File: src/rtl/swallow_div_pkg.sv
package swallow_div_pkg;

    typedef enum logic {
        CHAN_IF = 1'b0,
        CHAN_RF = 1'b1
    } chan_e;

    // Base prescaler modulus P for a channel variant and modulus select.
    function automatic int unsigned base_mod(chan_e ch, logic sel_small);
        if (ch == CHAN_RF) return sel_small ? 64 : 128;
        return sel_small ? 16 : 32;
    endfunction

    // Largest modulus the prescaler model ever runs at (P+1 of the big base).
    function automatic int unsigned max_mod(chan_e ch);
        return base_mod(ch, 1'b0) + 1;
    endfunction

endpackage

File: src/rtl/swallow_div_presc.sv
module swallow_div_presc
    import swallow_div_pkg::*;
#(
    parameter chan_e CHAN = CHAN_IF
) (
    input  logic clk_i,
    input  logic rst_ni,
    input  logic hold_i,
    input  logic en_i,
    input  logic sw_i,
    input  logic mod_i,
    output logic tick_o
);
    localparam int unsigned PC_W     = $clog2(max_mod(CHAN) + 1);
    localparam int unsigned P_SMALL  = base_mod(CHAN, 1'b1);
    localparam int unsigned P_LARGE  = base_mod(CHAN, 1'b0);

    typedef struct packed {
        logic [PC_W-1:0] cnt;
    } presc_st_t;

    presc_st_t       st_d, st_q;
    logic [PC_W-1:0] last_idx;

    always_comb begin
        last_idx = (sw_i ? PC_W'(P_SMALL) : PC_W'(P_LARGE)) - PC_W'(1) + PC_W'(mod_i);
        tick_o   = !hold_i && en_i && (st_q.cnt == last_idx);
        st_d     = st_q;
        if (hold_i) begin
            st_d.cnt = '0;
        end else if (en_i) begin
            st_d.cnt = tick_o ? '0 : st_q.cnt + PC_W'(1);
        end
    end

    always_ff @(posedge clk_i or negedge rst_ni) begin
        if (!rst_ni) st_q <= '0;
        else         st_q <= st_d;
    end

endmodule

File: src/rtl/swallow_div_cnt.sv
module swallow_div_cnt #(
    parameter int unsigned N_W = 11,
    parameter int unsigned A_W = 7
) (
    input  logic           clk_i,
    input  logic           rst_ni,
    input  logic           ps_i,
    input  logic           tick_i,
    input  logic [N_W-1:0] n_i,
    input  logic [A_W-1:0] a_i,
    input  logic           sw_i,
    output logic           run_o,
    output logic           sw_o,
    output logic           mod_o,
    output logic           fp_o
);
    typedef struct packed {
        logic           run;
        logic           sw;
        logic           fp;
        logic [N_W-1:0] main;
        logic [A_W-1:0] swal;
    } cnt_st_t;

    cnt_st_t st_d, st_q;

    always_comb begin
        st_d    = st_q;
        st_d.fp = 1'b0;
        if (ps_i || !st_q.run) begin
            // parked or setting up: follow the settings
            st_d.run  = !ps_i;
            st_d.main = n_i;
            st_d.swal = a_i;
            st_d.sw   = sw_i;
        end else if (tick_i) begin
            if (st_q.main == N_W'(1)) begin
                // cycle boundary: capture new settings, emit pulse
                st_d.main = n_i;
                st_d.swal = a_i;
                st_d.sw   = sw_i;
                st_d.fp   = 1'b1;
            end else begin
                st_d.main = st_q.main - N_W'(1);
                if (st_q.swal != '0) st_d.swal = st_q.swal - A_W'(1);
            end
        end
    end

    always_ff @(posedge clk_i or negedge rst_ni) begin
        if (!rst_ni) st_q <= '0;
        else         st_q <= st_d;
    end

    assign run_o = st_q.run;
    assign sw_o  = st_q.sw;
    assign mod_o = st_q.run && (st_q.swal != '0);
    assign fp_o  = st_q.fp;

endmodule

File: src/rtl/swallow_div.sv
module swallow_div
    import swallow_div_pkg::*;
#(
    parameter chan_e       CHAN = CHAN_IF,
    parameter int unsigned N_W  = 11,
    parameter int unsigned A_W  = 7
) (
    input  logic           clk_i,
    input  logic           rst_ni,
    input  logic           vco_en_i,
    input  logic           ps_i,
    input  logic           sw_i,
    input  logic [N_W-1:0] n_i,
    input  logic [A_W-1:0] a_i,
    output logic           mod_o,
    output logic           pre_o,
    output logic           fp_o
);
    logic run_w;
    logic sw_act_w;
    logic mod_w;
    logic tick_w;

    swallow_div_presc #(
        .CHAN (CHAN)
    ) presc_i (
        .clk_i  (clk_i),
        .rst_ni (rst_ni),
        .hold_i (!run_w),
        .en_i   (vco_en_i),
        .sw_i   (sw_act_w),
        .mod_i  (mod_w),
        .tick_o (tick_w)
    );

    swallow_div_cnt #(
        .N_W (N_W),
        .A_W (A_W)
    ) cnt_i (
        .clk_i  (clk_i),
        .rst_ni (rst_ni),
        .ps_i   (ps_i),
        .tick_i (tick_w),
        .n_i    (n_i),
        .a_i    (a_i),
        .sw_i   (sw_i),
        .run_o  (run_w),
        .sw_o   (sw_act_w),
        .mod_o  (mod_w),
        .fp_o   (fp_o)
    );

    assign mod_o = mod_w;
    assign pre_o = tick_w;

endmodule

File: config.mk
export PLATFORM = sky130hd
export DESIGN_NAME = swallow_div
export DESIGN_NICKNAME = d
export VERILOG_FILES = /design/src/rtl/swallow_div_pkg.sv /design/src/rtl/swallow_div_presc.sv /design/src/rtl/swallow_div_cnt.sv /design/src/rtl/swallow_div.sv
export SDC_FILE = /design/constraint.sdc
export NUM_CORES = 1
export LEC_CHECK = 0
export BUFFER_PORTS_ARGS = -buffer_cell sky130_fd_sc_hd__buf_2
export CORE_UTILIZATION = 55
export DETAILED_ROUTE_END_ITERATION = 8
export PLACE_DENSITY = 0.88
export SKIP_LAST_GASP = 1
export SYNTH_ARGS = -nofsm -noshare
export SYNTH_HDL_FRONTEND = slang
export SYNTH_SLANG_ARGS = --single-unit
export TNS_END_PERCENT = 20
File: constraint.sdc
create_clock -name clk_i -period 3.1 [get_ports clk_i]
set_clock_uncertainty 0.1 [all_clocks]
set_input_delay 0.155 -clock clk_i [delete_from_list [all_inputs] [get_ports clk_i]]
set_output_delay 0.155 -clock clk_i [all_outputs]
set_load 0.01 [all_outputs]
### After elaboration in Yosys (flattened, before gate mapping)

Index checks and enable logic that the tools add are counted.

* $add $sub $neg: 5
* multiply operators: 0
* div/mod/pow operators: 0
* $lt $le $gt $ge: 0
* eq/ne operators: 3
* shift-type cells: 0
* mux-type cells: 11
* bitwise gates (word level): 0
* reductions and logical operators: 12

Operators with widths (number)
* $mux W18: 2
* $mux W6: 4
* $mux W20: 1
* $eq A11 B1 Y1 const B: 1
* $sub A11 B1 Y11 const B: 1
* $mux W7: 1
* $reduce_bool A7 Y1: 1
* $sub A7 B1 Y7 const B: 1
* $add A6 B1 Y6: 1
* $add A6 B1 Y6 const B: 1
* $eq A6 B6 Y1: 1
* $sub A6 B1 Y6 const B: 1
* $reduce_and A2 Y1: 2
* $reduce_bool A2 Y1: 2
* $logic_and A1 B1 Y1: 3
* $reduce_bool A3 Y1: 1
* $logic_not A1 Y1: 2
* $mux W1: 2
* $mux W2: 1
* $ne A2 B2 Y1 const B: 1
* $logic_or A1 B1 Y1: 1

* register bits: 27
* latch bits: 0
* RAM bits: 0
* memory bits (read-only): 0
* memories: 0

### Logic depth before layout (Yosys ltp)

Gate-level depths: netlist (run 1).

* depth in word-level cells: 8
* gate-level depth with buffers: 8
* gate-level depth less buffers: 7

### Cells and area by module

A second synthesis (run 1) with hierarchy kept.

* cell total of the unflattened synthesis: 198
* area total of the unflattened synthesis: 1815.5 µm²

By module, submodules not included
* swallow_div_cnt: times used 1, cells an instance 154, area each 1411.4 µm²
* swallow_div_presc: times used 1, cells an instance 43, area each 400.4 µm²
* swallow_div: times used 1, cells an instance 1, area each 3.8 µm²

### Worst setup path after synthesis (run 1)

OpenSTA, ideal clock, no wires.

* kind: reg-to-reg
* start point: register presc_i.st_q[0] in the netlist's numbering
* end point: register cnt_i.st_q, in the netlist cnt_i.sw_o
* arrival: 1.984 ns
* data required time: 2.875 ns
* path slack: 0.891 ns
* stages on the path, launching flop included: 6
* path buffers: 0
* period minus slack after synthesis: 2.209 ns
* path through: dfrtp_1 -> or4_4 -> a211oi_4 -> mux2i_2 -> a21oi_2 -> mux2_4

* word-level cells in the longest chain between the ends: 4

Ends and longest elaborated chain
* start, declared: RTL line swallow_div_presc.sv:22 `presc_st_t st_d, st_q;`
* start signal, assigned: RTL line swallow_div_presc.sv:38 `else st_q <= st_d;`
* $eq A6 B6 Y1: RTL line swallow_div_presc.sv:27 `tick_o = !hold_i && en_i && (st_q.cnt == last_idx);`
* $logic_and A1 B1 Y1: RTL line swallow_div_presc.sv:27
* $reduce_bool A2 Y1 (no line)
* $reduce_and A2 Y1 (no line)
* end signal, assigned: RTL line swallow_div_cnt.sv:52 `else st_q <= st_d;`
* end, declared: RTL line swallow_div_cnt.sv:25 `cnt_st_t st_d, st_q;`

Every way passes these cells.
A chain may end at the register's enable or synchronous reset.

### Worst setup path in the final report (run 1)

* start point: register cnt_i.st_q[2] in the netlist's numbering
* end point: register cnt_i.st_q[4] in the netlist's numbering

* word-level cells in the longest chain between the ends: 7

Ends and longest elaborated chain
* $reduce_bool A7 Y1: RTL line swallow_div_cnt.sv:45, swallow_div_cnt.sv:57
* $logic_and A1 B1 Y1: RTL line swallow_div_cnt.sv:57 `assign mod_o = st_q.run && (st_q.swal != '0);`
* $add A6 B1 Y6: RTL line swallow_div_presc.sv:26 `last_idx = (sw_i ? PC_W'(P_SMALL) : PC_W'(P_LARGE)) - PC_W'(1) + PC_W'(mod_i);`
* $eq A6 B6 Y1: RTL line swallow_div_presc.sv:27
* $logic_and A1 B1 Y1: RTL line swallow_div_presc.sv:27
* $reduce_bool A2 Y1 (no line)
* $reduce_and A2 Y1 (no line)

Several ways; a longest one is shown, not always the timed one. The select of a mux whose other input is x is not followed.

==> summary.md, run 1 <==
## Synthesis
- async set-or-reset flop fraction in the synthesized netlist: 100%
- number of synthesized flops with an enable pin: 0
- Yosys cell types: 52
- area of the mapped netlist: 0.00176 sq mm
- most used flip-flop cell after synthesis: sky130_fd_sc_hd__dfrtp_1
- net count after synthesis: 221
- proportion of synthesized chip area in sequential cells: 38.4%
- Avg Synthesized Cell Area: 9.11 sq um
- number of flip-flops and latches in the synthesized netlist: 27
- largest cells by area after synthesis: sky130_fd_sc_hd__dfrtp_1 (38%), sky130_fd_sc_hd__a221o_1 (4.0%), sky130_fd_sc_hd__nand2_1 (3.6%), sky130_fd_sc_hd__ha_1 (3.6%), sky130_fd_sc_hd__xnor2_1 (3.0%)
- portion of synthesized cell area occupied by the leading cell type: 38.4%
- Syn Inst Count: 193
- post-synthesis cell type with the largest combined area: sky130_fd_sc_hd__dfrtp_1
- warning count from the yosys run: 0

## Setup path
- data arrival time of the critical path: 2.84 ns
- cells on worst reg2reg path: 5
- crit-path max FO: 17
- Reg2Reg Launch Point: cnt_i.st_q[2]$_DFFE_PN0P_
- critical-path cell with the highest stage delay: sky130_fd_sc_hd__mux2i_2
- CP Class: flop to flop
- Crit path largest cell delay: 0.74 ns
- type of destination of the critical path: flop
- cell family contributing the most delay on the critical path: multiplexers
- destination of the worst register-to-register timing path: cnt_i.st_q[4]$_DFFE_PN0P_
- required time of the critical path: 3.24 ns
- number of buffer and inverter instances along the worst setup path: 0
- setup slack on the worst flop-to-flop path: 0.39 ns
- series of cell instances along the critical path: nor2_1 -> and4_1 -> mux2i_2 -> a21oi_2 -> a221o_1
- crit start category: flop

## Route
- detailed-route via count: 1666
- Pre-antenna DRT Iters: 6
- highest routed metal layer: met4
- average routed wire per standard cell: 14.2 um
- DR WL met2: 1790 um
- metal1 wirelength: 1900 um
- DRC violations left: 1
- detailed-route wire length: 3930 um
- number of nets with antenna violations after routing: 0
- met3 wire length: 168 um
- average via count per standard cell: 6.04
- drt initial violations: 67

## Cells and area
- layout-stage area growth over the synthesis result: 18.4%
- nets: 261
- number of diodes added for antenna fixing: 0
- share of layout cells above drive strength 1: 17.2%
- FILL cells: 266

## Floorplanning
- CORE AREA: 0.00305 sq mm
- row count: 20
- starting utilization of the core area: 57.6%
- die outline height: 58.5 um
- Total Die Area: 0.00343 sq mm
- count of pins on the block boundary: 26
- DIE WIDTH: 58.5 um

## Clock network
- clock insertion delay at the later pin of the skew report: 0.34 ns
- buffer levels on the longest clock path: 2
- clock sink count: 27
- post-cts hold buffer count: 13
- number of instances resized during post-cts repair: 0
- Root Buffer: sky130_fd_sc_hd__clkbuf_4
- total CTS buffers: 3
- clock slew at reported path FFs: 0.15 ns
- TritonCTS clock tree: yes
- number of setup buffers added after CTS: 0
- number of levels the H-tree was split into: 1

## Power
- combinational share of power: 21.9%
- switching share of power: 30.9%
- total power: 0.739 mW
- switching power summed over all nets: 0.229 mW
- Flop pwr share: 56.3%
- power per cell area: 355 mW/mm^2
- Clk network pwr share: 21.8%
- internal power contribution: 0.511 mW
- Static Leak: 0.877 nW
- highest ir drop seen on vdd: 177 uV

## Placed design
- count of port buffers added during placement: 25
- HPWL reported at the end of detailed placement: 2760 um
- routability-driven placement congestion ratio: 0.846
- placement-stage worst setup slack: 0.454 ns

## Global route
- GRT Util Overall: 25.7%
- maximum number of pins on one net before global-route repair: 28
- antenna violations before repair: 0
- number of global-route vias before repair: 1563
- total congestion overflow after global routing: 0
- global-route wire length before repair: 6760 um

## Hold path
- HP Start: n_i[5]
- class of the most critical hold timing path: input pin to flop
- worst hold path endpoint: cnt_i.st_q[12]$_DFFE_PN0P_
- hold path depth: 3

## Timing
- final setup slack of the worst path: 0.393 ns
- measured slew at the worst slew-check pin: 0.829 ns
- final setup violating endpoints: 0
- RSZ-0062 raised after global routing: no
- Final Critical Period: 2.71 ns
- Period Utilization, post-route: 87.3%
- Highest Clock Rate: 369 MHz
- final total negative setup slack: 0 ns
- total count of max-transition violations in the final report: 0
- slew margin rel.: 43.7%
- number of hold-slack violations in the final timing report: 0

## Run status
- violated checks: design-rule violations
- status: finished with violations

## Run
- Max Cap Violations: 0

==> power by group through the flow <==
stage	sequential [mW]	clock [mW]	combinational (mW)
after floorplan	0.413	0	0.106
after global placement	0.421	0	0.146
after detailed placement	0.422	0	0.149
after CTS	0.415	0.160	0.162
after global routing	0.421	0.174	0.182
final	0.416	0.161	0.162
==> state kept, by name, indices dropped and copies added (netlist names) <==
name	flops
cnt_i.run_o	1
cnt_i.sw_o	1
presc_i.st_q	6
cnt_i.fp_o	1
cnt_i.st_q	18
==> worst register-to-register path, cell delays in order (launching register included) <==
cell and delay [ns]:
sky130_fd_sc_hd__dfrtp_1 0.46, sky130_fd_sc_hd__nor2_1 0.27, sky130_fd_sc_hd__and4_1 0.33, sky130_fd_sc_hd__mux2i_2 0.74, sky130_fd_sc_hd__a21oi_2 0.29, sky130_fd_sc_hd__a221o_1 0.42
==> synthesized netlist by cell type, types with 2 or more instances <==
| cell type | instances |
|---|---|
| sky130_fd_sc_hd__dfrtp_1 | 27 |
| sky130_fd_sc_hd__nand2_1 | 17 |
| sky130_fd_sc_hd__inv_1 | 13 |
| sky130_fd_sc_hd__nor2_1 | 13 |
| sky130_fd_sc_hd__a21oi_1 | 10 |
| sky130_fd_sc_hd__nor3_1 | 10 |
| sky130_fd_sc_hd__o21ai_0 | 8 |
| sky130_fd_sc_hd__a221o_1 | 7 |
| sky130_fd_sc_hd__nand3_1 | 7 |
| sky130_fd_sc_hd__xnor2_1 | 6 |
| sky130_fd_sc_hd__ha_1 | 5 |
| sky130_fd_sc_hd__nand4_1 | 5 |
| sky130_fd_sc_hd__o2bb2a_1 | 5 |
| sky130_fd_sc_hd__o31ai_1 | 5 |
| sky130_fd_sc_hd__a31oi_1 | 4 |
| sky130_fd_sc_hd__nor4_1 | 4 |
| sky130_fd_sc_hd__a22oi_1 | 3 |
| sky130_fd_sc_hd__and3_1 | 3 |
| sky130_fd_sc_hd__clkbuf_1 | 3 |
| sky130_fd_sc_hd__o22ai_1 | 3 |
| sky130_fd_sc_hd__or4_1 | 3 |
| sky130_fd_sc_hd__or3_1 | 2 |
==> cell type report <==
type	count	area, sq um	area share, %
Tap cell	44	55.1	2.64
Multi-Input combinational cell	148	1010	48.3
Sequential cell	27	676	32.5
Clock buffer	4	26.3	1.26
Inverter	13	48.8	2.34
Timing Repair Buffer	40	270	13.0
==> cells in the final DEF, fill, tap and decap left out, drive strengths merged, types with 2 or more instances in the layout <==
master        n
ha            5
o22ai         3
or3           2
and3          3
a22oi         3
nor2         13
and2          2
mux2i         2
o31ai         5
buf          27
nand3         7
nand2        17
inv          13
nor4          5
a21oi        11
o2bb2a        5
nand4         5
or4           4
dlygate4sd3  13
a31oi         4
dfrtp        27
a221o         7
nor3         10
o21ai         8
clkbuf        4
xnor2         6
==> layer usage <==
layer | vias up | GRT usage [%]
met5 | - | 0
met4 | 0 | 10.9
met1 | 798 | 35.1
li1 | 815 | -
met2 | 46 | 41.7
met3 | 7 | 2.86
==> kinds of logic after synthesis <==
| logic type | share of synthesized area [%] |
|---|---|
| DFF | 38.4 |
| adders and majority gates | 3.56 |
| muxes | 2.21 |
| xor gates and xnor gates | 3.49 |
| buffers and inverters | 4.34 |
| AOI/OAI and AO/OA | 25.1 |
| and+or+nand+nor | 22.9 |
==> how the worst max path moves through the flow <==
stage | startpoint | endpoint | slack, ns | cells after the start
4_1_cts | cnt_i.st_q[2]$_DFFE_PN0P_ | cnt_i.st_q[4]$_DFFE_PN0P_ | 0.42 | 5
3_3_place_gp | cnt_i.st_q[2]$_DFFE_PN0P_ | cnt_i.st_q[5]$_DFFE_PN0P_ | 0.54 | 5
5_1_grt | cnt_i.st_q[2]$_DFFE_PN0P_ | cnt_i.st_q[4]$_DFFE_PN0P_ | 0.21 | 5
3_5_place_dp | cnt_i.st_q[2]$_DFFE_PN0P_ | cnt_i.st_q[4]$_DFFE_PN0P_ | 0.45 | 5
6_report | cnt_i.st_q[2]$_DFFE_PN0P_ | cnt_i.st_q[4]$_DFFE_PN0P_ | 0.39 | 5
2_1_floorplan | presc_i.st_q[0]$_DFFE_PN0P_ | cnt_i.sw_o$_DFFE_PN0P_ | 0.89 | 5
==> metrics by stage <==
step                      instances  cell area, sq um  util (%)  hold slack, ns
after floorplan                 193              1760         -          -0.241
after global placement          259              1930      63.1          0.0890
after detailed placement        259              1930      63.1          0.0953
after CTS                       276              2080      68.2          0.0281
after global routing            276              2080      68.2          0.0441
final                           276              2080      68.2          0.0276
Power figures use the tool's default switching activity.
==> run 2, diff against run 1 <==
--- a/config.mk
+++ b/config.mk
@@ -9,5 +9,5 @@
 export CORE_UTILIZATION = 55
 export DETAILED_ROUTE_END_ITERATION = 8
-export PLACE_DENSITY = 0.88
+export PLACE_DENSITY_LB_ADDON = 0.15
 export SKIP_LAST_GASP = 1
 export SYNTH_ARGS = -nofsm -noshare
==> constraint.sdc (replaced) <==
create_clock -name clk_i -period 3.1 [get_ports clk_i]
set_clock_uncertainty 0.1 [all_clocks]
set_input_delay 0.62 -clock clk_i [delete_from_list [all_inputs] [get_ports clk_i]]
set_output_delay 0.62 -clock clk_i [all_outputs]
set_load 0.01 [all_outputs]
==> summary.md, run 2 (synthesized netlist as in run 1, its figures left out) <==
## Run status
- status: completed

## Setup path
- Crit path largest cell delay: 0.46 ns, -0.28 ns
- data arrival time of the critical path: 2.10 ns, -0.74 ns
- crit-path max FO: 8, -9
- crit start category: flop
- critical-path cell with the highest stage delay: sky130_fd_sc_hd__mux2i_2
- required time of the critical path: 2.38 ns, -0.86 ns
- Crit path top cell by count: sky130_fd_sc_hd__inv_1
- type of destination of the critical path: primary output
- series of cell instances along the critical path: inv_1 -> ha_1 -> and4_1 -> mux2i_2 -> inv_1 -> buf_2
- CP Class: flop to primary output

## Global route
- maximum number of pins on one net before global-route repair: 28, unchanged
- number of global-route vias before repair: 1535, -1.8%
- antenna violations before repair: 0, unchanged
- global-route wire length before repair: 6840 um, +1.2%
- total congestion overflow after global routing: 0, unchanged
- GRT Util Overall: 26.0%, +0.32 points

## Clock network
- TritonCTS clock tree: yes
- buffer levels on the longest clock path: 2, unchanged
- number of setup buffers added after CTS: 0, unchanged
- post-cts hold buffer count: 0, -13
- number of instances resized during post-cts repair: 0, unchanged
- Root Buffer: sky130_fd_sc_hd__clkbuf_4
- number of levels the H-tree was split into: 1, unchanged
- total CTS buffers: 3, unchanged
- clock sink count: 27, unchanged
- clock insertion delay at the later pin of the skew report: 0.32 ns, -0.02 ns
- clock slew at reported path FFs: 0.15 ns, about the same

## Cells and area
- Post-Route Utilization: 64.2%, -4.0 points
- register bank with the most flops: cnt_i.st_q
- Regs by FF count: cnt_i.st_q x18, presc_i.st_q x6
- share of layout cells above drive strength 1: 18.6%, +1.4 points
- most frequent cells in the layout: sky130_fd_sc_hd__dfrtp_1 (27), sky130_fd_sc_hd__buf_2 (25), sky130_fd_sc_hd__nand2_1 (17)
- number of diodes added for antenna fixing: 0, unchanged
- max FFs per register: 18, unchanged
- nets: 249, -4.6%
- most common cell after layout, fill and taps aside: sky130_fd_sc_hd__dfrtp_1
- FILL cells: 289, +8.6%
- layout-stage area growth over the synthesis result: 11.5%

## Floorplanning
- DIE WIDTH: 58.5 um, unchanged
- row count: 20, unchanged
- starting utilization of the core area: 57.6%, unchanged
- die outline height: 58.5 um, unchanged
- count of pins on the block boundary: 26, unchanged
- CORE AREA: 0.00305 sq mm, unchanged
- Total Die Area: 0.00343 sq mm, unchanged

## Timing
- Final Critical Period: 2.82 ns, +0.117 ns
- Period Utilization, post-route: 91.1%, +3.8 points
- RSZ-0062 raised after global routing: no
- number of hold-slack violations in the final timing report: 0, unchanged
- Highest Clock Rate: 354 MHz, -4.1%
- slew margin rel.: 49.1%, +5.4 points
- final total negative setup slack: 0 ns, unchanged
- total count of max-transition violations in the final report: 0, unchanged
- final setup violating endpoints: 0, unchanged
- measured slew at the worst slew-check pin: 0.758 ns, -0.0709 ns

## Power
- Static Leak: 0.826 nW, -5.7%
- power per cell area: 369 mW/mm^2, +3.8%
- highest ir drop seen on vdd: 191 uV, +7.6%

## Route
- DRC violations left: 0, -1
- average routed wire per standard cell: 15.1 um, +6.4%
- detailed-route via count: 1607, -3.5%
- average via count per standard cell: 6.09, +0.84%
- detailed-route wire length: 4000 um, +1.8%
- drt initial violations: 95, +42%
- number of nets with antenna violations after routing: 0, unchanged
- Pre-antenna DRT Iters: 4, -2

## Placed design
- count of port buffers added during placement: 25, unchanged
- HPWL reported at the end of detailed placement: 3070 um, +11%
- routability-driven placement congestion ratio: 0.865, +2.2%

## Hold path
- class of the most critical hold timing path: input pin to async pin

## Run
- Max Cap Violations: 0, unchanged

run 2: changes by cell type in the layout (fill, tap and decap cells not counted), sizes merged:
cell	before	now
buf	27	28
dlygate4sd3	13	0
run 2: critical path: cells and delay by family (launching register included):
kind | cells | cell delay (ns)
multiplexers | 1 | 0.46
flip-flops | 1 | 0.42
buffers and inverters | 3 | 0.37
AND/OR/NAND/NOR | 1 | 0.31
adder cells (fa/ha/maj) | 1 | 0.21
run 2: metal layers:
layer	GRT usage [%]	vias up	part of all wire, %
met5	0	-	0
met2	40.7	45	48
met4	8.84	0	0.75
met3	3.52	4	4.1
met1	37.3	764	47
li1	-	794	-
run 2: path summary, 6_finish.rpt:
| kind | from | end | slack, ns | cells after the start |
|---|---|---|---|---|
| max | cnt_i.st_q[0]$_DFFE_PN0P_ | pre_o | 0.28 | 6 |
| min | rst_ni | cnt_i.st_q[8]$_DFFE_PN0P_ | 0.18 | 1 |
| max reg2reg | presc_i.st_q[0]$_DFFE_PN0P_ | cnt_i.sw_o$_DFFE_PN0P_ | 0.61 | 5 |
| min reg2reg | cnt_i.st_q[16]$_DFFE_PN0P_ | cnt_i.st_q[16]$_DFFE_PN0P_ | 0.48 | 2 |
| max in group asynchronous | rst_ni | presc_i.st_q[0]$_DFFE_PN0P_ | 2.33 | 1 |
| min in group clk_i | a_i[6] | cnt_i.st_q[6]$_DFFE_PN0P_ | 0.39 | 2 |
run 2: per-stage QoR:
step	power, mW	setup slack (ns)	hold slack (ns)	area (sq um)	std cells
after floorplan	0.519	0.752	0.224	1760	193
after global placement	0.565	0.577	0.434	1930	260
after detailed placement	0.574	0.506	0.444	1930	260
after CTS	0.727	0.287	0.198	1960	264
after global routing	0.766	0.135	0.216	1960	264
final	0.722	0.277	0.178	1960	264
run 2: layout make-up:
class                           instances  area, sq um  share of cell area, %
Multi-Input combinational cell        148         1010                   51.3
Sequential cell                        27          676                   34.5
Timing Repair Buffer                   28          148                   7.54
Tap cell                               44         55.1                   2.81
Inverter                               13         48.8                   2.49
Clock buffer                            4         26.3                   1.34
run 2: power by group:
group / internal (mW) / total, mW / switching [mW] / leakage, nW
logic: 0.0691 / 0.150 / 0.0809 / 0.479
clock network: 0.0504 / 0.155 / 0.104 / 0.0150
registers: 0.381 / 0.418 / 0.0369 / 0.333
